### config.mk
export PLATFORM = sky130hd
export DESIGN_NAME = crc_exec_unit
export DESIGN_NICKNAME = d
export VERILOG_FILES = /design/src/rtl/crc_exec_pkg.sv /design/src/rtl/crc_insn_decode.sv /design/src/rtl/crc_byte_step.sv /design/src/rtl/crc_exec_unit.sv
export SDC_FILE = /design/constraint.sdc
export NUM_CORES = 1
export LEC_CHECK = 0
export ABC_CLOCK_PERIOD_IN_PS = 2100
export BUFFER_PORTS_ARGS = -buffer_cell sky130_fd_sc_hd__clkbuf_2
export CORE_ASPECT_RATIO = 0.5
export CORE_MARGIN = 10
export CORE_UTILIZATION = 40
export CTS_CLUSTER_SIZE = 24
export DETAILED_ROUTE_END_ITERATION = 10
export PLACE_DENSITY = 0.69
export RECOVER_POWER = 25
export SKIP_LAST_GASP = 1
export SYNTH_ARGS = -nofsm -noshare
export SYNTH_HDL_FRONTEND = slang
export SYNTH_SLANG_ARGS = --single-unit
export TNS_END_PERCENT = 5
### constraint.sdc
create_clock -name clk -period 2.1 [get_ports clk]
set_input_delay 0.21 -clock clk [delete_from_list [all_inputs] [get_ports clk]]
set_output_delay 0.21 -clock clk [all_outputs]
set_load 0.05 [all_outputs]
### src/rtl/crc_exec_pkg.sv
package crc_exec_pkg;

    localparam int XLEN  = 64;
    localparam int CRCW  = 32;
    localparam int BYTEW = 8;

    localparam logic [CRCW-1:0] POLY_CRC32  = 32'hEDB88320;
    localparam logic [CRCW-1:0] POLY_CRC32C = 32'h82F63B78;

    typedef enum logic [1:0] {
        ST_IDLE,
        ST_RUN,
        ST_FINISH,
        ST_REJECT
    } crc_state_e;

    typedef struct packed {
        logic       legal;
        logic       castagnoli;
        logic [1:0] size_code;
        logic [4:0] rd;
    } crc_op_t;

endpackage

### src/rtl/crc_insn_decode.sv
module crc_insn_decode
    import crc_exec_pkg::*;
(
    input  logic [16:0] opc_i,
    input  logic [4:0]  rd_i,
    output crc_op_t     op_o
);
    localparam logic [13:0] FAMILY = 14'b00000000001001;

    always_comb begin
        op_o.legal      = (opc_i[16:3] == FAMILY);
        op_o.castagnoli = opc_i[2];
        op_o.size_code  = opc_i[1:0];
        op_o.rd         = rd_i;
    end
endmodule

### src/rtl/crc_byte_step.sv
module crc_byte_step #(
    parameter int              CW     = 32,
    parameter int              BW     = 8,
    parameter logic [CW-1:0]   POLY_A = 32'hEDB88320,
    parameter logic [CW-1:0]   POLY_B = 32'h82F63B78
) (
    input  logic [CW-1:0] crc_i,
    input  logic [BW-1:0] byte_i,
    input  logic          sel_b_i,
    output logic [CW-1:0] crc_o
);
    logic [CW-1:0] poly;
    logic [CW-1:0] stage [BW+1];

    assign poly     = sel_b_i ? POLY_B : POLY_A;
    assign stage[0] = crc_i ^ {{(CW-BW){1'b0}}, byte_i};

    for (genvar i = 0; i < BW; i++) begin : g_bit
        assign stage[i+1] = (stage[i] >> 1) ^ (stage[i][0] ? poly : '0);
    end

    assign crc_o = stage[BW];
endmodule

### src/rtl/crc_exec_unit.sv
module crc_exec_unit
    import crc_exec_pkg::*;
#(
    parameter int XW = XLEN,
    parameter int CW = CRCW,
    parameter int BW = BYTEW
) (
    input  logic          clk,
    input  logic          rst_n,
    input  logic          start_i,
    input  logic [31:0]   insn_i,
    input  logic [XW-1:0] rj_i,
    input  logic [XW-1:0] rk_i,
    output logic          busy_o,
    output logic          done_o,
    output logic          wb_valid_o,
    output logic [4:0]    wb_idx_o,
    output logic [XW-1:0] wb_data_o,
    output logic          illegal_o
);
    localparam int MAXB = XW / BW;
    localparam int CNTW = $clog2(MAXB + 1);

    crc_state_e    state_q, state_nx;
    crc_op_t       op;
    logic [CW-1:0] crc_q, crc_step;
    logic [XW-1:0] msg_q, msg_masked;
    logic [CNTW-1:0] left_q, nbytes;
    logic          castag_q;
    logic [4:0]    rd_q;
    logic          accept;
    logic          unused_bits;

    assign unused_bits = ^{insn_i[14:5], rk_i[XW-1:CW]};

    crc_insn_decode u_decode (
        .opc_i (insn_i[31:15]),
        .rd_i  (insn_i[4:0]),
        .op_o  (op)
    );

    crc_byte_step #(
        .CW     (CW),
        .BW     (BW),
        .POLY_A (POLY_CRC32),
        .POLY_B (POLY_CRC32C)
    ) u_step (
        .crc_i   (crc_q),
        .byte_i  (msg_q[BW-1:0]),
        .sel_b_i (castag_q),
        .crc_o   (crc_step)
    );

    assign nbytes = CNTW'(1) << op.size_code;
    assign accept = (state_q == ST_IDLE) && start_i && op.legal;

    always_comb begin
        for (int b = 0; b < MAXB; b++) begin
            msg_masked[b*BW +: BW] = (CNTW'(b) < nbytes) ? rj_i[b*BW +: BW] : '0;
        end
    end

    // state register
    always_ff @(posedge clk) begin
        if (!rst_n) state_q <= ST_IDLE;
        else        state_q <= state_nx;
    end

    // next state
    always_comb begin
        state_nx = state_q;
        unique case (state_q)
            ST_IDLE:   if (start_i) state_nx = op.legal ? ST_RUN : ST_REJECT;
            ST_RUN:    if (left_q == CNTW'(1)) state_nx = ST_FINISH;
            ST_FINISH: state_nx = ST_IDLE;
            ST_REJECT: state_nx = ST_IDLE;
            default:   state_nx = ST_IDLE;
        endcase
    end

    // datapath registers
    always_ff @(posedge clk) begin
        if (!rst_n) begin
            crc_q    <= '0;
            msg_q    <= '0;
            left_q   <= '0;
            castag_q <= 1'b0;
            rd_q     <= '0;
        end else if (accept) begin
            crc_q    <= rk_i[CW-1:0];
            msg_q    <= msg_masked;
            left_q   <= nbytes;
            castag_q <= op.castagnoli;
            rd_q     <= op.rd;
        end else if (state_q == ST_RUN) begin
            crc_q  <= crc_step;
            msg_q  <= msg_q >> BW;
            left_q <= left_q - CNTW'(1);
        end
    end

    // outputs
    always_comb begin
        busy_o     = 1'b0;
        done_o     = 1'b0;
        wb_valid_o = 1'b0;
        illegal_o  = 1'b0;
        wb_idx_o   = rd_q;
        wb_data_o  = '0;
        unique case (state_q)
            ST_IDLE:   ;
            ST_RUN:    busy_o = 1'b1;
            ST_FINISH: begin
                busy_o     = 1'b1;
                done_o     = 1'b1;
                wb_valid_o = 1'b1;
                wb_data_o  = {{(XW-CW){crc_q[CW-1]}}, crc_q};
            end
            ST_REJECT: illegal_o = 1'b1;
            default:   ;
        endcase
    end
endmodule

==> results of run 1 <==
per-layer routing:
metal  global-route usage (%)  up-vias
li1                         -     3159
met1                     21.9     2962
met2                     29.5      147
met3                     4.30       23
met4                     4.48        0
met5                        0        -
flip-flops by register name (all words and copies together), names as in the netlist:
| register | cells |
|---|---|
| msg_q | 64 |
| left_q | 4 |
| state_q | 2 |
| wb_idx_o | 5 |
| castag_q | 1 |
| crc_q | 32 |
layout by cell type, fill, tap and decap left out, types with 3 or more instances in the layout:
cell       synthesis  routed
buf_6              1       3
clkinv_4           0       3
dfxtp_2            0       6
xnor2_1           74      68
nand3_1           11      11
nor2_1           105     104
a211o_1            8       8
clkbuf_2           0     186
xor2_4             0       3
o211ai_1           5       5
a211oi_1          31      31
dfxtp_1          108     101
xnor3_1            4       4
o21ai_0           28      26
nand2_1           39      39
clkbuf_1          45       9
a21oi_1           83      83
buf_12             0       7
a31oi_1           25      25
nand2b_1           3       3
xnor2_4            4       6
xnor2_2            6      10
a22oi_1            8       8
and2_1            32      31
nor4_1             3       3
inv_1             31      30
ha_1               7       5
mux2i_1           67      67
xor2_1            30      30
buf_4             34      75
clkbuf_16          0       9
worst paths after layout:
check	startpoint	to	slack (ps)	depth (start not counted)
hold reg to reg	wb_idx_o[4]	wb_idx_o[4]	460	2
setup / recovery	crc_q[0]	crc_q[26]	-80	9
hold / removal	rk_i[2]	crc_q[2]	70	3
setup reg to reg	crc_q[0]	crc_q[26]	-80	9
Yosys cell counts (2+ instances only):
cell type,number
xnor2_1,74
xor2_2,3
nor4_1,3
and2_1,32
buf_1,10
a211oi_1,31
ha_1,7
xor2_1,30
inv_1,31
a311o_1,2
xnor2_2,6
a211o_1,8
nand2b_1,3
a31oi_1,25
nand2_1,39
o21ai_0,28
dfxtp_1,108
mux2i_1,67
xnor2_4,4
buf_2,8
xnor3_1,4
and3_1,2
nor2_1,105
buf_4,34
nor3_1,2
o211ai_1,5
clkbuf_1,45
a21oi_1,83
nand3b_1,2
nand3_1,11
a22oi_1,8
critical path, stage by stage, from the launching register on:
cell and delay, ps:
dfxtp_2 330, xor2_1 160, buf_4 160, buf_4 150, xor2_4 190, buf_4 150, xnor2_1 290, nor2_1 110
or3b_1 360, a41oi_1 190
power by group:
part / switching, mW / total (mW) / leakage, nW / internal (mW)
logic: 4.61 / 9.06 / 2.74 / 4.45
registers: 0.394 / 2.95 / 0.881 / 2.55
clock network: 0.822 / 1.67 / 0.141 / 0.852
total: 5.83 / 13.7 / 3.76 / 7.86
cells by family after synthesis:
logic type	Yosys count
flops	108
buf+inv	129
xor+xnor	122
simple gates	203
fa+ha+maj	7
mux	67
compound gates	194
area by class of cell:
class | instances | share of cell area (%)
clock inverters | 5 | 0.527
clock buffers | 10 | 2.72
diodes | 1 | 0.0285
inverters | 31 | 1.32
flip-flops and latches | 108 | 24.7
repair buffers | 280 | 19.4
well taps | 227 | 3.23
multi-input cells | 593 | 48.1
metrics by stage:
step           instance area [um^2]  utilization (%)  std cells  setup WS [ps]
2_1_floorplan                  6910                -        830           24.6
5_1_grt                        8790             52.8       1254           -136
6_report                       8790             52.8       1255          -84.6
3_5_place_dp                   8310             50.0       1225           -115
4_1_cts                        8620             51.8       1242          -98.2
3_3_place_gp                   8310             50.0       1225          -57.8
timing repair:
action,4_1_cts,5_1_grt
hold endpoints to repair,0,0
pin swaps,1,16
gates resized for setup,1,23
buffers inserted,2,12
endpoints found under the setup margin,19,27
==> flow_summary.ini, run 1 <==
[run_status]
status = finished with violations
violations = setup timing

[sta]
finalHoldViolations = 0
fin_tns_setup_ps = -84.6
rsz0062_at_grt = yes
slew_headroom_pct = 57.6
period_minus_slack_ps = 2180
finalClockSkew_ps = 8.58
hold_ws_ps = 67.9
clock.fmax_ghz = 0.458
fin_crit_sh_pct = 104
fin_ws_ps = -84.6
final-setup-viol-count = 1
tightest_slew_ps = 639
report.final.slew_viol_count = 0

[die]
core_area_um2 = 16600
initial_core_util_pct = 41.5
die_y_um = 113
io_pins = 236
fp.dieW_um = 206
die-area_um2 = 23200
rows = 33

[global_route]
grt_max_degree = 50
grt_pass1_vias = 6190
grtUsageTotal_pct = 17.5
antenna_found_initial = 2
grt_pass1_wl_mm = 33.2
overflow = 0

[synthesis]
syn-cell-area_um2 = 6900
synth_fa_ha_area_share_pct = 1.27
yosys_warnings = 0
synth_edf_count = 0
synth_top_cell_by_area = dfxtp_1
synth_cell_types = 41
ys_top_cells_by_area = dfxtp_1 (31%), mux2i_1 (9.7%), xnor2_1 (9.4%)
synthSimpleGateAreaFrac_pct = 13.1
syn-num-nets = 1000
ys_ff_latch = 108
synth_top_family_by_area = XOR/XNOR gates
seq_area_frac_synth_pct = 31.3
postSynthCellCount = 830
yosysTopAreaCellShare_pct = 31.3
synthMuxAreaShare_pct = 9.72
avgSynthCellArea_um2 = 8.31
async_flop_share_pct = 0
synth_compound_area_share_pct = 16.9
synth_xor_area_share_pct = 18.6
synthFlopType = dfxtp_1

[clocking]
cts_hold_buf = 0
cts_inserted_buffers = 9
cts_tree = built
clk_pin_slew_worst_paths_ps = 70
numClockSinks = 108
cts-root-buf = clkbuf_16
cts_buffer_depth = 2
h-tree-depth = 3
clock_latency_ps = 350

[routing]
drt-pass1-iter-count = 5
dr.first_iter.drc_count = 368
detail_route.wl_per_cell_um = 16.8
vias = 6291
drc = 0
met2_length_mm = 10.3
postRouteAntennaNets = 0
met1_length_mm = 9.08
viasPerCell = 5.01
top_layer_used = met4
drt_wl_total_mm = 21.1
met3WireLength_mm = 1.27

[placed_design]
dp_hpwl_mm = 16.0
routabilityCongestion = 0.908
io_buffer_count = 193

[critical_path]
worstPathArrival_ps = 2460
critPathMaxFanout = 6
path_class = reg -> reg
endpoint_kind = register
cp-start-kind = register
worstPathRequired_ps = 2370

[run]
maxCapViolations = 0

[finish]
syn_to_final_growth_pct = 27.4
fin_nets = 1193
regArea_um2 = 2170
nFillCells = 1589
drive_gt1_share_pct = 31.2
multi_input_area_um2 = 4230

[min_path]
hold_path.class = in -> reg

[pwr]
vdd_ir_drop_max_uv = 654
power.leakage_nw = 3.76
power.density_nw_per_um2 = 1560
p_total_mw = 13.7
Note: power is estimated with default switching activity, not from simulation.
==> run 2, diff against run 1 <==
--- a/config.mk
+++ b/config.mk
@@ -14,6 +14,7 @@
 export DETAILED_ROUTE_END_ITERATION = 10
 export PLACE_DENSITY = 0.69
 export RECOVER_POWER = 25
+export SETUP_SLACK_MARGIN = 0.2
 export SKIP_LAST_GASP = 1
 export SYNTH_ARGS = -nofsm -noshare
 export SYNTH_HDL_FRONTEND = slang
==> flow_summary.ini, run 2 (same netlist as run 1, synthesis figures left out) <==
[placed_design]
dp_slack_ps = -128
placed_area_um2 = 8320
routabilityCongestion = 0.904
placed_cells = 1216
dp_hpwl_mm = 16.2
io_buffer_count = 193

[critical_path]
path_class = reg -> reg
reg2reg_from = msg_q[1]
rr_worst_depth = 9
endpoint_kind = register
worstPathArrival_ps = 2420
reg2reg_to = crc_q[13]
worstPathRequired_ps = 2390
critPathMaxFanout = 4
cp-start-kind = register
rrSetupSlack_ps = -30

[clocking]
numClockSinks = 108
cts-root-buf = clkbuf_16
cts_hold_buf = 0
h-tree-depth = 3
cts_tree = built
cts_buffer_depth = 2
cts_inserted_buffers = 9
clk_pin_slew_worst_paths_ps = 80
clock_latency_ps = 360

[finish]
syn_to_final_growth_pct = 29.8
utilization_pct = 53.8
fin_nets = 1189
drive_gt1_share_pct = 32.1
layout_common_cells = clkbuf_2 (182), nor2_1 (103), dfxtp_1 (98)
n_antenna_cell = 0
largest-register = msg_q
fin_cells = 1251
final_common_cell = clkbuf_2
nFillCells = 1546
largest_register_ffs = 64
final_area_um2 = 8960

[sta]
period_minus_slack_ps = 2130
fin_ws_ps = -30.0
fin_crit_sh_pct = 101
fin_tns_setup_ps = -69.3
final-setup-viol-count = 4
finalClockSkew_ps = 12.5
slew_headroom_pct = 56.9
tightest_slew_ps = 650
clock.fmax_ghz = 0.469
finalHoldViolations = 0
report.final.slew_viol_count = 0
rsz0062_at_grt = yes

[pwr]
power_frac_clock_pct = 12.2
combPwrFrac_pct = 67.0
switching_share_pct = 43.0
pwr-share-seq_pct = 20.8
vdd_ir_drop_max_uv = 708
power.density_nw_per_um2 = 1580
power.leakage_nw = 3.79
p_sw_mw = 6.10
intPower_mw = 8.09

[global_route]
grt_pass1_wl_mm = 33.7
grt_max_degree = 71
grtUsageTotal_pct = 17.8
overflow = 0
grt_pass1_vias = 6303
antenna_found_initial = 0

[run]
maxCapViolations = 0

[routing]
drt-pass1-iter-count = 5
drt_wl_total_mm = 21.9
vias = 6319
dr.first_iter.drc_count = 383
postRouteAntennaNets = 0
detail_route.wl_per_cell_um = 17.5
drc = 0
viasPerCell = 5.05

[min_path]
holdPathStages = 3
hold_path.class = in -> reg
hp-start = rk_i[1]
hold_end = crc_q[1]

[die]
fp.dieW_um = 206
rows = 33
core_area_um2 = 16600
initial_core_util_pct = 41.5
die_y_um = 113
die-area_um2 = 23200
io_pins = 236

[run_status]
violations = setup timing
status = finished with violations
[run 2: layout make-up]
type                    instances  area (um^2)  share of cell area [%]
well taps                     227          284                    3.17
repair buffers                276         1720                    19.2
flip-flops and latches        108         2180                    24.4
inverters                      31          116                    1.30
clock buffers                  10          229                    2.56
clock inverters                 6         65.1                   0.726
multi-input cells             593         4360                    48.7
[run 2: worst max path at each step]
stage	start	to	cells past startpoint
after detailed placement	msg_q[3]	crc_q[17]	10
after global routing	crc_q[3]	crc_q[8]	9
after global placement	crc_q[0]	crc_q[4]	8
after floorplan	msg_q[7]	crc_q[11]	7
final	msg_q[1]	crc_q[13]	9
after CTS	msg_q[0]	crc_q[8]	7
[run 2: what timing repair did]
item / 4_1_cts / 5_1_grt
gates resized for setup: 16 / 30
pin swaps: 7 / 22
buffers inserted: 10 / 9
setup endpoints to repair: 82 / 89
[run 2: metal layers]
metal  global-route usage [%]  share of wire, %  wire length (um)
met5                        0                 0                 0
met2                     31.3                51             11200
met4                     5.36               1.8               405
met1                     21.5                43              9420
met3                     3.67               4.2               921
[run 2: power by group through the flow]
stage | Combinational, mW | Clock, mW | Sequential (mW)
after floorplan | 6.26 | 0 | 2.86
after global placement | 8.37 | 0 | 2.96
after detailed placement | 8.47 | 0 | 2.98
after CTS | 8.90 | 1.77 | 2.94
after global routing | 10.2 | 1.86 | 3.01
final | 9.51 | 1.73 | 2.95
[run 2: critical path: stages (launching register included)]
cell and delay [ps]:
dfxtp_4 370, xnor2_4 290, buf_6 170, xnor2_4 170
buf_4 170, xnor2_1 60, a21oi_1 210, xnor2_1 130
a211o_1 330, a21oi_1 150
[run 2: metrics by stage]
| stage | hold WS (ps) | total power [mW] |
|---|---|---|
| 3_5_place_dp | 440 | 11.4 |
| 2_1_floorplan | 346 | 9.12 |
| 5_1_grt | 78.4 | 15.1 |
| 4_1_cts | 56.5 | 13.6 |
| 3_3_place_gp | 433 | 11.3 |
| 6_report | 66.2 | 14.2 |
==> run 3, diff against run 2 <==
--- a/config.mk
+++ b/config.mk
@@ -12,11 +12,13 @@
 export CORE_UTILIZATION = 40
 export CTS_CLUSTER_SIZE = 24
 export DETAILED_ROUTE_END_ITERATION = 10
-export PLACE_DENSITY = 0.69
+export GPL_TIMING_DRIVEN = 0
+export PLACE_DENSITY = 0.68
 export RECOVER_POWER = 25
 export SETUP_SLACK_MARGIN = 0.2
 export SKIP_LAST_GASP = 1
 export SYNTH_ARGS = -nofsm -noshare
 export SYNTH_HDL_FRONTEND = slang
+export SYNTH_HIERARCHICAL = 1
 export SYNTH_SLANG_ARGS = --single-unit
 export TNS_END_PERCENT = 5
==> flow_summary.ini, run 3 <==
[pwr]
combPwrFrac_pct = 55.8
power.leakage_nw = 4.62
p_sw_mw = 4.38
pwr-share-seq_pct = 26.2
power.density_nw_per_um2 = 1140
power_frac_clock_pct = 18.0
vdd_ir_drop_max_uv = 590
p_total_mw = 10.9
intPower_mw = 6.57
switching_share_pct = 40.0

[critical_path]
path_class = reg -> reg
worstPathRequired_ps = 2370
cp-start-kind = register
cpLargestDelayFamily = XOR/XNOR gates
critPathMaxFanout = 10
critPathSlowestCell = dfxtp_2
path_buf_inv = 2
reg2reg_from = crc_q[2]
cpPeakStageDelay_ps = 350
worstPathArrival_ps = 2430
crit_chain = xnor2_2 > buf_6 > xor2_4 > buf_4 > xor2_1 > a21oi_1 > xnor2_1 > mux2i_1 > nand2_1 > o211a_1
endpoint_kind = register
critPathLaunch = crc_q[2]

[routing]
drt-pass1-iter-count = 7
detail_route.wl_per_cell_um = 18.6
viasPerCell = 5.16
dr.first_iter.drc_count = 397
vias = 6718
drc = 0
drt_wl_total_mm = 24.2
postRouteAntennaNets = 0

[synthesis]
synth_top_cell_by_area = dfxtp_1
synthFlopType = dfxtp_1
synth_most_common_cell = dfxtp_1
async_flop_share_pct = 0
postSynthCellCount = 826
synth_common_cells = dfxtp_1 (108), nand2_1 (95), xnor2_1 (82), o21ai_0 (70), buf_4 (56)
ys_top_cells_by_area = dfxtp_1 (29%), xnor2_1 (9.8%), mux2i_1 (7.5%)
syn-num-nets = 996
synth_cell_types = 47
yosys_warnings = 6
synth_edf_count = 0
seq_area_frac_synth_pct = 29.4
syn-cell-area_um2 = 7350
avgSynthCellArea_um2 = 8.90
yosysTopAreaCellShare_pct = 29.4
ys_ff_latch = 108

[sta]
period_minus_slack_ps = 2160
final-setup-viol-count = 5
hold_ws_ps = 57.8
finalClockSkew_ps = 13.9
finalHoldViolations = 0
rsz0062_at_grt = yes
clock.fmax_ghz = 0.463
fin_ws_ps = -57.9
fin_crit_sh_pct = 103
slew_headroom_pct = 51.0
tightest_slew_ps = 731
report.final.slew_viol_count = 0
fin_tns_setup_ps = -188

[run_status]
violations = setup timing
status = finished with violations

[finish]
largest-register = msg_q
syn_to_final_growth_pct = 31.0
nFillCells = 1647
final_common_cell = clkbuf_2
largest_register_ffs = 64
drive_gt1_share_pct = 37.1
final_area_um2 = 9630
fin_nets = 1234
n_antenna_cell = 0
layout_common_cells = clkbuf_2 (185), dfxtp_1 (96), nand2_1 (93)

[clocking]
clk_pin_slew_worst_paths_ps = 80
cts_tree = built
clock_latency_ps = 370
cts_buffer_depth = 2
cts_inserted_buffers = 9
numClockSinks = 108
h-tree-depth = 3
cts-root-buf = clkbuf_16

[global_route]
grt_max_degree = 21
grt_pass1_vias = 6776
antenna_found_initial = 0
grt_pass1_wl_mm = 36.9
grtUsageTotal_pct = 19.0
overflow = 0

[die]
core_area_um2 = 17700
rows = 34
io_pins = 236
initial_core_util_pct = 41.6
fp.dieW_um = 212
die-area_um2 = 24500
die_y_um = 116

[placed_design]
routabilityCongestion = 0.918
dp_slack_ps = -388
dp_hpwl_mm = 18.2
io_buffer_count = 184
placed_area_um2 = 8600

[min_path]
hp-start = rj_i[13]
hold_path.class = in -> reg

[run]
maxCapViolations = 0
run 3: cell types whose count changed after synthesis, sizes merged, moves of 30 or more:
cell / previous run / this run
a21oi: 84 / 40
nand2: 39 / 95
nand3: 11 / 41
nor2: 105 / 8
o211a: 0 / 40
o21ai: 28 / 70
run 3: what timing repair did:
action | CTS | global route
hold buffers | 0 | 0
setup buffers | 25 | 17
endpoints found under the hold margin | 0 | 0
gates cloned | 1 | 0
pin swaps | 17 | 13
endpoints found under the setup margin | 106 | 153
gates resized for setup | 60 | 25
run 3: final cells by class:
type                    count  area, um^2  area share [%]
plain buffers             111         756            7.85
clock inverters             7         121            1.26
multi-input cells         601        4760            49.4
repair buffers            226        1260            13.1
flip-flops and latches    108        2190            22.7
clock buffers               9         225            2.34
inverters                   7        26.3           0.273
well taps                 234         293            3.04
run 3: path summary, 6_finish.rpt:
path / slack, ps / endpoint / cells after the start
max: -60 / crc_q[21] / 10
max reg2reg: -60 / crc_q[21] / 10
min: 60 / msg_q[13] / 3
min reg2reg: 470 / wb_idx_o[0] / 2
run 3: metal layers:
layer | share of wire [%] | wire length, um | track usage [%]
met5 | 0 | 0 | 0
met2 | 49 | 11900 | 33.4
met3 | 5.0 | 1200 | 3.85
met1 | 44 | 10700 | 23.4
met4 | 1.8 | 432 | 5.14
run 3: power groups by stage:
| stage | combinational (mW) | clock, mW | sequential (mW) |
|---|---|---|---|
| 4_1_cts | 5.72 | 2.00 | 2.86 |
| 3_5_place_dp | 5.17 | 0 | 2.88 |
| 2_1_floorplan | 4.15 | 0 | 2.75 |
| 6_report | 6.10 | 1.97 | 2.87 |
| 3_3_place_gp | 5.13 | 0 | 2.87 |
| 5_1_grt | 6.56 | 2.07 | 2.92 |
run 3: metrics by stage:
stage                     utilization, %  cells
final                               54.4   1303
after global routing                54.4   1303
after CTS                           53.2   1286
after detailed placement            48.6   1244
after global placement              48.6   1244
after floorplan                        -    826
run 3: cell families after synthesis:
family | share of synthesized area, %
simple gates | 13.3
compound gates | 17.8
fa+ha+maj | 1.19
mux | 9.94
buf+inv | 9.95
flops | 29.4
xor+xnor | 18.4
run 3: worst min-delay path, delay by kind of cell:
kind	cells	cell delay, ps
AND/OR/NAND/NOR	1	40
buffers and inverters	1	80
AO/OA/AOI/OAI	1	50
